--- src/rtl/vpc_pkg.sv ---
package vpc_pkg;

    typedef enum logic [1:0] {
        VOP_NONE = 2'd0,
        VOP_DIS  = 2'd1,
        VOP_ENA  = 2'd2
    } vp_op_e;

    localparam logic [5:0] OPC_MAJOR  = 6'b000000;
    localparam logic [5:0] OPC_MINOR  = 6'b111100;
    localparam logic [9:0] FUNC_ENA   = 10'b0011100101;
    localparam logic [9:0] FUNC_DIS   = 10'b0001100101;
    localparam int         RT_W       = 5;

endpackage

--- src/rtl/vpc_decode.sv ---
module vpc_decode
    import vpc_pkg::*;
(
    input  logic [31:0]     word,
    output vp_op_e          op,
    output logic [RT_W-1:0] rt
);

    logic       frame_ok;
    logic [9:0] func;

    always_comb begin
        func     = word[15:6];
        frame_ok = (word[31:26] == OPC_MAJOR) &&
                   (word[5:0]   == OPC_MINOR) &&
                   (word[20:16] == 5'd0);
        rt       = word[25:21];
        op       = VOP_NONE;
        if (frame_ok) begin
            if (func == FUNC_ENA) begin
                op = VOP_ENA;
            end else if (func == FUNC_DIS) begin
                op = VOP_DIS;
            end
        end
    end

endmodule

--- src/rtl/vpc_lane.sv ---
module vpc_lane (
    input  logic is_issuer,
    input  logic do_dis,
    input  logic do_ena,
    input  logic fetch_q,
    input  logic irq_q,
    input  logic psnap_q,
    input  logic paused_now,
    input  logic waiting_now,
    input  logic llbit_now,
    output logic fetch_d,
    output logic irq_d,
    output logic psnap_d
);

    always_comb begin
        fetch_d = fetch_q;
        irq_d   = irq_q;
        psnap_d = psnap_q;
        if (do_dis) begin
            if (is_issuer) begin
                psnap_d = 1'b0;
            end else begin
                fetch_d = 1'b0;
                irq_d   = !waiting_now;
                psnap_d = paused_now;
            end
        end else if (do_ena) begin
            if (!is_issuer) begin
                fetch_d = !(psnap_q && !llbit_now);
                irq_d   = 1'b1;
                psnap_d = 1'b0;
            end
        end
    end

endmodule

--- src/rtl/vpc_core.sv ---
module vpc_core
    import vpc_pkg::*;
#(
    parameter int NUM_VP = 4,
    parameter int XLEN   = 32,
    parameter int CTL_W  = 8,
    localparam int VPW   = (NUM_VP > 1) ? $clog2(NUM_VP) : 1
) (
    input  logic              clk,
    input  logic              rst_n,
    input  logic              instr_valid,
    input  logic [31:0]       instr_word,
    input  logic [VPW-1:0]    instr_vp,
    input  logic              is_oldest,
    input  logic              cp0_usable,
    input  logic              mt_supported,
    input  logic [NUM_VP-1:0] vp_paused,
    input  logic [NUM_VP-1:0] vp_waiting,
    input  logic [NUM_VP-1:0] vp_llbit,
    output logic              stall,
    output logic              retire,
    output logic              cpu_exc,
    output logic [NUM_VP-1:0] fetch_en,
    output logic [NUM_VP-1:0] irq_en,
    output logic              wb_en,
    output logic [RT_W-1:0]   wb_idx,
    output logic [XLEN-1:0]   wb_data
);

    localparam int DIS_BIT = 0;
    localparam int EXT_W   = XLEN - CTL_W;

    typedef struct packed {
        logic              pend;
        vp_op_e            op;
        logic [RT_W-1:0]   rt;
        logic [VPW-1:0]    vp;
        logic [CTL_W-1:0]  ctl;
        logic [NUM_VP-1:0] fetch;
        logic [NUM_VP-1:0] irq;
        logic [NUM_VP-1:0] psnap;
        logic              done;
        logic              exc;
        logic              wb_en;
        logic [RT_W-1:0]   wb_idx;
        logic [XLEN-1:0]   wb_data;
    } state_t;

    state_t s_q, s_d;

    vp_op_e          dec_op;
    logic [RT_W-1:0] dec_rt;

    vpc_decode u_dec (
        .word (instr_word),
        .op   (dec_op),
        .rt   (dec_rt)
    );

    logic fire, can_run, do_dis, do_ena;

    always_comb begin
        fire    = s_q.pend && is_oldest;
        can_run = fire && cp0_usable && mt_supported;
        do_dis  = can_run && (s_q.op == VOP_DIS) && !s_q.ctl[DIS_BIT];
        do_ena  = can_run && (s_q.op == VOP_ENA) &&  s_q.ctl[DIS_BIT];
    end

    logic [NUM_VP-1:0] ln_fetch, ln_irq, ln_psnap;

    for (genvar g = 0; g < NUM_VP; g++) begin : g_lane
        vpc_lane u_lane (
            .is_issuer   (s_q.vp == VPW'(g)),
            .do_dis      (do_dis),
            .do_ena      (do_ena),
            .fetch_q     (s_q.fetch[g]),
            .irq_q       (s_q.irq[g]),
            .psnap_q     (s_q.psnap[g]),
            .paused_now  (vp_paused[g]),
            .waiting_now (vp_waiting[g]),
            .llbit_now   (vp_llbit[g]),
            .fetch_d     (ln_fetch[g]),
            .irq_d       (ln_irq[g]),
            .psnap_d     (ln_psnap[g])
        );
    end

    always_comb begin
        s_d         = s_q;
        s_d.done    = 1'b0;
        s_d.exc     = 1'b0;
        s_d.wb_en   = 1'b0;
        s_d.wb_idx  = '0;
        s_d.wb_data = '0;

        if (fire) begin
            s_d.pend = 1'b0;
            s_d.done = 1'b1;
            if (!cp0_usable) begin
                s_d.exc = 1'b1;
            end else if (mt_supported) begin
                if (s_q.rt != '0) begin
                    s_d.wb_en   = 1'b1;
                    s_d.wb_idx  = s_q.rt;
                    s_d.wb_data = {{EXT_W{s_q.ctl[CTL_W-1]}}, s_q.ctl};
                end
                if (do_dis) begin
                    s_d.ctl[DIS_BIT] = 1'b1;
                end else if (do_ena) begin
                    s_d.ctl[DIS_BIT] = 1'b0;
                end
                s_d.fetch = ln_fetch;
                s_d.irq   = ln_irq;
                s_d.psnap = ln_psnap;
            end
        end

        if (instr_valid && (dec_op != VOP_NONE) && (!s_q.pend || fire)) begin
            s_d.pend = 1'b1;
            s_d.op   = dec_op;
            s_d.rt   = dec_rt;
            s_d.vp   = instr_vp;
        end
    end

    always_ff @(posedge clk) begin
        if (!rst_n) begin
            s_q         <= '0;
            s_q.op      <= VOP_NONE;
            s_q.fetch   <= '1;
            s_q.irq     <= '1;
        end else begin
            s_q <= s_d;
        end
    end

    assign stall    = s_q.pend && !is_oldest;
    assign retire   = s_q.done;
    assign cpu_exc  = s_q.exc;
    assign fetch_en = s_q.fetch;
    assign irq_en   = s_q.irq;
    assign wb_en    = s_q.wb_en;
    assign wb_idx   = s_q.wb_idx;
    assign wb_data  = s_q.wb_data;

endmodule

--- config.mk ---
export PLATFORM = sky130hd
export DESIGN_NAME = vpc_core
export DESIGN_NICKNAME = d
export VERILOG_FILES = /design/src/rtl/vpc_pkg.sv /design/src/rtl/vpc_decode.sv /design/src/rtl/vpc_lane.sv /design/src/rtl/vpc_core.sv
export SDC_FILE = /design/constraint.sdc
export NUM_CORES = 1
export LEC_CHECK = 0
export ABC_AREA = 1
export BUFFER_PORTS_ARGS = -buffer_cell sky130_fd_sc_hd__buf_4
export CAP_MARGIN = 20
export CORE_MARGIN = 1.5
export CORE_UTILIZATION = 37
export DETAILED_ROUTE_END_ITERATION = 8
export PLACE_DENSITY = 0.67
export SYNTH_ARGS = -nofsm -noshare
export SYNTH_HDL_FRONTEND = slang
export SYNTH_HIERARCHICAL = 1
export SYNTH_SLANG_ARGS = --single-unit
--- constraint.sdc ---
create_clock -name clk -period 2.2 [get_ports clk]
set_input_delay 0.11 -clock clk [delete_from_list [all_inputs] [get_ports clk]]
set_output_delay 0.11 -clock clk [all_outputs]
set_load 0.02 [all_outputs]
==> metrics.txt, run 1 <==
largest net degree at the start of global routing 25; LEAKAGE 1.431 nW; CTS max path bufs 2; Synth Cell Area 0.002098 mm^2; final setup vio count 0; Ys Warns 6; worst r2r path cells 9; Crit Path Class in2reg; Overall Power 0.001179 W; number of fill cells 599; first-pass detailed-route iteration total 4; Tot GR Track Use 13.88%; I/O Buffers 69; footprint of the multi-input gates 970.9 um^2; TritonCTS buffer count 5; Switching Share 23.86%; Final min period 1814 ps; synthesis-to-layout area growth 19.86%; RSZ-0062 raised after global routing false; Hold Crit Depth 3; Arr. time, crit path 1990 ps; drt total wl 4.045 mm; H-tree Lvls 2; clock skew 3.096 ps; Via-to-Cell Ratio 4.082; Post-CTS Repair Setup Buffers 0; core area 0.005473 mm^2; Hold Buf Count CTS 1; Nets 443; Post-synth top cells 92 x nand2_1, 57 x nor2_1, 50 x buf_4, 43 x inv_1, 32 x dfxtp_1; vias 1,894; final slew viol count 0; Die H 78.31 um; Area contributors post-synth dfxtp_1 31%, buf_4 18%, nand2_1 16%, nor2_1 10%, inv_1 7.7%; WL/cell 8.718 um; Cells after Synth 337; Worst R2R End s_q[43]; Slew HR 65.82%; Avg Inst Size Synth 6.226 um^2; Fin. Hold Viols 0; Primary FF master, synth dfxtp_1; Max Fclk 551.4 MHz; Critical R2R Launch s_q[69]; Final ANT Viol Nets 0; CTS tree yes; internal power 0.0008977 W; Switch Pwr 0.0002814 W; Die Area 0.006132 mm^2; Post-synth EDFFs 0; layout cells sized above 1 23.72%; initial core utilization 38.34%; CP peak stage delay 520 ps; CP max stage cell dlygate4sd3_1; sequential power share 49.1%; FP Rows 27; critical path endpoint category flop; Die Span X 78.31 um; outcome finished, final reports clean; hold_sp instr_word[24]; Max Cap Viol 0; Min-Delay Path Class in2reg; sequential fraction of the synthesis area 30.53%; CP startpoint kind input port; critical-path cell list dlygate4sd3_1 -> buf_4 -> nand2_1 -> nor2_4 -> nand2_1 -> inv_1 -> inv_1 -> nand3_1 -> nand2_1 -> nor2_2 -> nor2_1; Total Neg Setup Slack 0 ps; VDD IR max 0.1852 mV; Clock power frac 39.0%; Critical Path RT 2380 ps; Worst path most repeated cell nand2_1; antenna cells 0; crit path max fanout 16; first-pass GRT wire length 6.837 mm; Slew @ Worst Pin 512.2 ps; number of global-route vias before repair 1,671; final period utilization 82.43%; Reg2Reg Setup Slack 460 ps; most common cell in the netlist nand2_1; routability cong. 0.8059; CTS Root Cell clkbuf_8; Netlist cell types 20; Yosys top cell by area dfxtp_1; combinational power share 11.8%; power density cells 468.8 mW/mm^2; DRT iter0 DRCs 86; grt total ovfl 0; FFs w/ async S/R, synth 0%; I/O Pins 101; FF+latch count, synth 32; clk sinks 32; worst skew pair latency 280 ps; Reg area 640.6 um^2; cts repair resizes 0; initial antenna violation count 0; DP HPWL 3.063 mm; top-area cell type share of the netlist area 30.53%; clk slew on worst S/H paths 60 ps; number of remaining DRC errors 0; Worst Hold End s_q[65]
-- registers in the layout, indices dropped and copies added (netlist names) --
name      flops
irq_en        4
retire        1
fetch_en      4
s_q          15
wb_idx        5
wb_en         1
wb_data       1
cpu_exc       1
-- how the worst max path moves through the flow --
stage / slack, ps / from / endpoint / cells past startpoint
after detailed placement: 440 / s_q[69] / s_q[43] / 9
after global routing: 140 / cp0_usable / fetch_en[0] / 12
after global placement: 500 / s_q[69] / s_q[43] / 9
after CTS: 390 / cp0_usable / s_q[43] / 11
final: 390 / cp0_usable / s_q[43] / 11
after floorplan: 620 / s_q[69] / fetch_en[0] / 9
-- cells by family (layout without fill, tap and decap cells) --
logic type / count (synthesis) / count (layout) / share of synthesized area (%)
other: 1 / 31 / 0.1787
buffers and inverters: 103 / 128 / 28.56
AOI/OAI and AO/OA: 6 / 6 / 1.431
DFF: 32 / 32 / 30.53
and+or+nand+nor: 195 / 195 / 39.30
-- placed cells by master (no fill, tap or decap) --
cell type	count
nor2_2	2
nand2_1	92
nor2_1	57
o21ai_0	3
dlygate4sd3_1	1
nor2_4	1
inv_1	43
nand3_2	1
buf_4	71
inv_2	5
nand3_1	31
clkbuf_1	2
dfxtp_1	32
a21oi_1	2
or2_0	1
nand2_2	6
nor3_1	3
conb_1	31
o21ai_1	1
clkbuf_8	6
nand3_4	1
-- power by group through the flow --
| stage | Sequential [W] | Combinational (W) | Clock [W] |
|---|---|---|---|
| global placement | 0.000592 | 0.000138 | 0 |
| detailed placement | 0.000592 | 0.000138 | 0 |
| CTS | 0.000579 | 0.000139 | 0.000478 |
| floorplan | 0.000592 | 0.000113 | 0 |
| finish | 0.000579 | 0.000140 | 0.000460 |
| global route | 0.000579 | 0.000151 | 0.000505 |
-- cell type report --
| class | instances | area share, % |
|---|---|---|
| sequential | 32 | 25.47 |
| clock buffer | 8 | 3.582 |
| inverter | 48 | 7.164 |
| timing repair buffer | 72 | 21.59 |
| multi-input combinational | 232 | 38.61 |
| tap | 72 | 3.582 |
-- worst max-delay path: cells and delay by family --
family / cells / cell delay (ps)
simple gates: 7 / 700
buf+inv: 4 / 1160
-- layer usage --
layer / GRT usage, % / vias to the layer above / part of all wire (%)
li1: - / 1029 / -
met1: 16.50 / 792 / 46
met2: 23.22 / 67 / 46
met3: 4.302 / 6 / 6.9
met4: 5.536 / 0 / 1.5
met5: 0 / - / 0
-- per-stage QoR --
stage | hold WS, ps | std cells | setup WS (ps) | cell area, um^2 | utilization [%]
2_1_floorplan | 189.3 | 367 | 624.0 | 2211 | -
3_3_place_gp | 309.2 | 455 | 497.6 | 2415 | 44.12
3_5_place_dp | 302.1 | 455 | 442.7 | 2415 | 44.12
4_1_cts | 45.83 | 464 | 386.5 | 2515 | 45.95
5_1_grt | 47.52 | 464 | 141.4 | 2515 | 45.95
6_report | 51.57 | 464 | 386.5 | 2515 | 45.95
Note: power is estimated with default switching activity, not from simulation.
==> run 2: changes to the inputs <==
Settings changed: ABC_AREA 1 to 0, PLACE_DENSITY 0.67 to 0.71.
Clock period 2.2 ns to 1.6 ns, I/O delays scaled along.
==> metrics.txt, run 2 <==
Synth Cell Area 0.001932 mm^2 (was 0.002098 mm^2); TritonCTS buffer count 5 (unchanged); sequential fraction of the synthesis area 33.16% (was 30.53%); multiplexer share of the synthesized area 3.627% (was 0%); VDD IR max 0.4349 mV (was 0.1852 mV); grt total ovfl 0 (unchanged); area share of fa/ha/maj cells after synthesis 0% (unchanged); final period utilization 97.00%; FP Rows 26 (was 27); top-area cell type share of the netlist area 33.16% (was 30.53%); simple-gate share of the synthesized area 29.60% (was 39.30%); Max Fclk 644.3 MHz; clock skew 3.964 ps (was 3.096 ps); Cells after Synth 238 (was 337); Die Span X 75.26 um (was 78.31 um); DP HPWL 2.998 mm (was 3.063 mm); Max Cap Viol 0 (unchanged); CTS max path bufs 2 (unchanged); Crit Path Class reg2reg (was in2reg); Final ANT Viol Nets 0 (unchanged); Critical Path RT 1810 ps (was 2380 ps); clk sinks 32 (unchanged); CP startpoint kind flop (was input port); routability cong. 0.8106 (was 0.8059); largest net degree at the start of global routing 27 (was 25); critical-path cell list and4_4 -> nand2_4 -> nor3_4 -> buf_12 -> inv_1 -> nor2_2 -> a32o_1 -> nand2_1 -> a21oi_1 (was dlygate4sd3_1 -> buf_4 -> nand2_1 -> nor2_4 -> nand2_1 -> inv_1 -> inv_1 -> nand3_1 -> nand2_1 -> nor2_2 -> nor2_1); Via-to-Cell Ratio 4.596 (was 4.082); Overall Power 0.001746 W (was 0.001179 W); Min-Delay Path Class in2reg (unchanged); I/O Pins 101 (unchanged); I/O Buffers 69 (unchanged); FFs w/ async S/R, synth 0% (unchanged); largest register by flop count s_q (unchanged); layout cells sized above 1 34.80% (was 23.72%); initial core utilization 38.07% (was 38.34%); largest family of logic cells by synthesized area simple AND/OR/NAND/NOR gates (unchanged); RSZ-0062 raised after global routing true (was false); vias 1,682 (was 1,894); xor/xnor share of the synthesized area 0% (unchanged); LEAKAGE 1.094 nW (was 1.431 nW); Avg Inst Size Synth 8.117 um^2 (was 6.226 um^2); first-pass detailed-route iteration total 4 (unchanged); Post-Layout Cell Count 366 (was 464); Arr. time, crit path 1760 ps (was 1990 ps); first-pass GRT wire length 6.120 mm (was 6.837 mm); H-tree Lvls 2 (unchanged); Post-synth EDFFs 0 (unchanged); synthesis-to-layout area growth 27.72% (was 19.86%); most frequent cells in the layout 73 x buf_4, 42 x nand2_1, 31 x conb_1, 31 x dfxtp_1 (was 92 x nand2_1, 71 x buf_4, 57 x nor2_1); crit path max fanout 12 (was 16); complex-gate fraction of the synthesized area 10.36% (was 1.431%); initial antenna violation count 0 (unchanged); Fin. Hold Viols 0 (unchanged); number of fill cells 520 (was 599); number of global-route vias before repair 1,426 (was 1,671); CTS Root Cell clkbuf_8 (unchanged); most common cell in the netlist buf_4 (was nand2_1); Tot GR Track Use 14.08% (was 13.88%); Ys Warns 6 (unchanged); Netlist cell types 35 (was 20); Total Neg Setup Slack 0 ps (unchanged); dpl cells 357 (was 455); antenna cells 0 (unchanged); Final min period 1552 ps; Post-synth top cells 51 x buf_4, 43 x nand2_1, 32 x dfxtp_1, 15 x nor2_1, 11 x nand3_1 (was 92 x nand2_1, 57 x nor2_1, 50 x buf_4, 43 x inv_1, 32 x dfxtp_1); final slew viol count 0 (unchanged); number of remaining DRC errors 0 (unchanged); most common cell after layout, fill and taps aside buf_4 (was nand2_1); WL/cell 10.79 um (was 8.718 um); max reg flops 15 (unchanged); outcome finished, final reports clean (unchanged); drt total wl 3.948 mm (was 4.045 mm); FF+latch count, synth 32 (unchanged); CP max stage cell dfxtp_4 (was dlygate4sd3_1); Area contributors post-synth dfxtp_1 33%, buf_4 20%, nand2_1 8.4%, mux2i_1 3.6%, nor2_1 2.9% (was dfxtp_1 31%, buf_4 18%, nand2_1 16%, nor2_1 10%, inv_1 7.7%); final setup vio count 0 (unchanged); worst skew pair latency 280 ps (about the same); Nets 347 (was 443); Die H 75.26 um (was 78.31 um); CP peak stage delay 370 ps (was 520 ps); DRT iter0 DRCs 32 (was 86); power density cells 707.8 mW/mm^2 (was 468.8 mW/mm^2); critical path endpoint category flop (unchanged); CTS tree yes (unchanged); clk slew on worst S/H paths 70 ps (was 60 ps); Die Area 0.005664 mm^2 (was 0.006132 mm^2); Yosys top cell by area dfxtp_1 (unchanged); Primary FF master, synth dfxtp_1 (unchanged); core area 0.005075 mm^2 (was 0.005473 mm^2)
==> run 2: changes by cell type in the layout (fill, tap and decap cells not counted), sizes merged, moves of 7 or more <==
cell / delta
nand2: -55
nor2: -44
inv: -39
nand3: -22
mux2i: +7
nor2b: +7
==> run 2: layer usage <==
layer  global-route usage (%)  wire (um)  part of all wire [%]
met5                        0          0                     0
met4                    4.563         32                  0.81
met3                    3.614        300                   7.6
met2                    24.09       1965                    50
met1                    17.27       1650                    42
==> run 2: final timing paths <==
check             slack (ps)      end  cells after the start            from
hold / removal            60  s_q[64]                      3  instr_word[23]
setup reg to reg          50  s_q[42]                      9         s_q[69]
hold reg to reg          460  s_q[40]                      2         s_q[40]
setup / recovery          50  s_q[42]                      9         s_q[69]
==> run 2: what timing repair did <==
item	CTS	global route
buffers inserted	0	0
hold buffers	1	0
resized for setup	0	8
hold endpoints to repair	1	0
endpoints found under the setup margin	0	12
==> run 2: cell type report <==
cell class	instances	area (um^2)	share of cell area, %
multi-input cells	171	996.0	40.37
flip-flops and latches	32	644.4	26.12
repair buffers	76	598.1	24.24
well taps	70	87.58	3.550
clock buffers	6	72.57	2.941
clock inverters	2	35.03	1.420
inverters	9	33.78	1.369
==> run 2: cells by family (layout without fill, tap and decap cells) <==
family / Yosys count / count (layout)
muxes: 7 / 7
other: 1 / 31
buffers and inverters: 65 / 93
and+or+nand+nor: 105 / 105
DFF: 32 / 32
AOI/OAI and AO/OA: 28 / 28
==> run 2: metrics by stage <==
| stage | hold slack [ps] | cell area (um^2) | setup slack, ps | utilization (%) |
|---|---|---|---|---|
| 2_1_floorplan | 151.6 | 2069 | -74.41 | - |
| 3_3_place_gp | 278.1 | 2327 | 2.531 | 45.86 |
| 3_5_place_dp | 282.5 | 2327 | -45.95 | 45.86 |
| 5_1_grt | 54.54 | 2467 | -73.56 | 48.62 |
| 6_report | 55.08 | 2467 | 47.93 | 48.62 |
| 4_1_cts | 49.45 | 2445 | 42.77 | 48.18 |
==> run 2: worst max-delay path, delay by kind of cell (launching register included) <==
| family | cells | cell delay, ps |
|---|---|---|
| AO/OA/AOI/OAI | 2 | 240 |
| buffers and inverters | 2 | 210 |
| flip-flops | 1 | 370 |
| AND/OR/NAND/NOR | 5 | 650 |
==> run 2: power breakdown <==
part	switching [W]	total (W)	internal (W)
Clock	0.000287	0.000748	0.000462
Sequential	0.00000407	0.000801	0.000797
Combinational	0.000107	0.000197	0.0000895
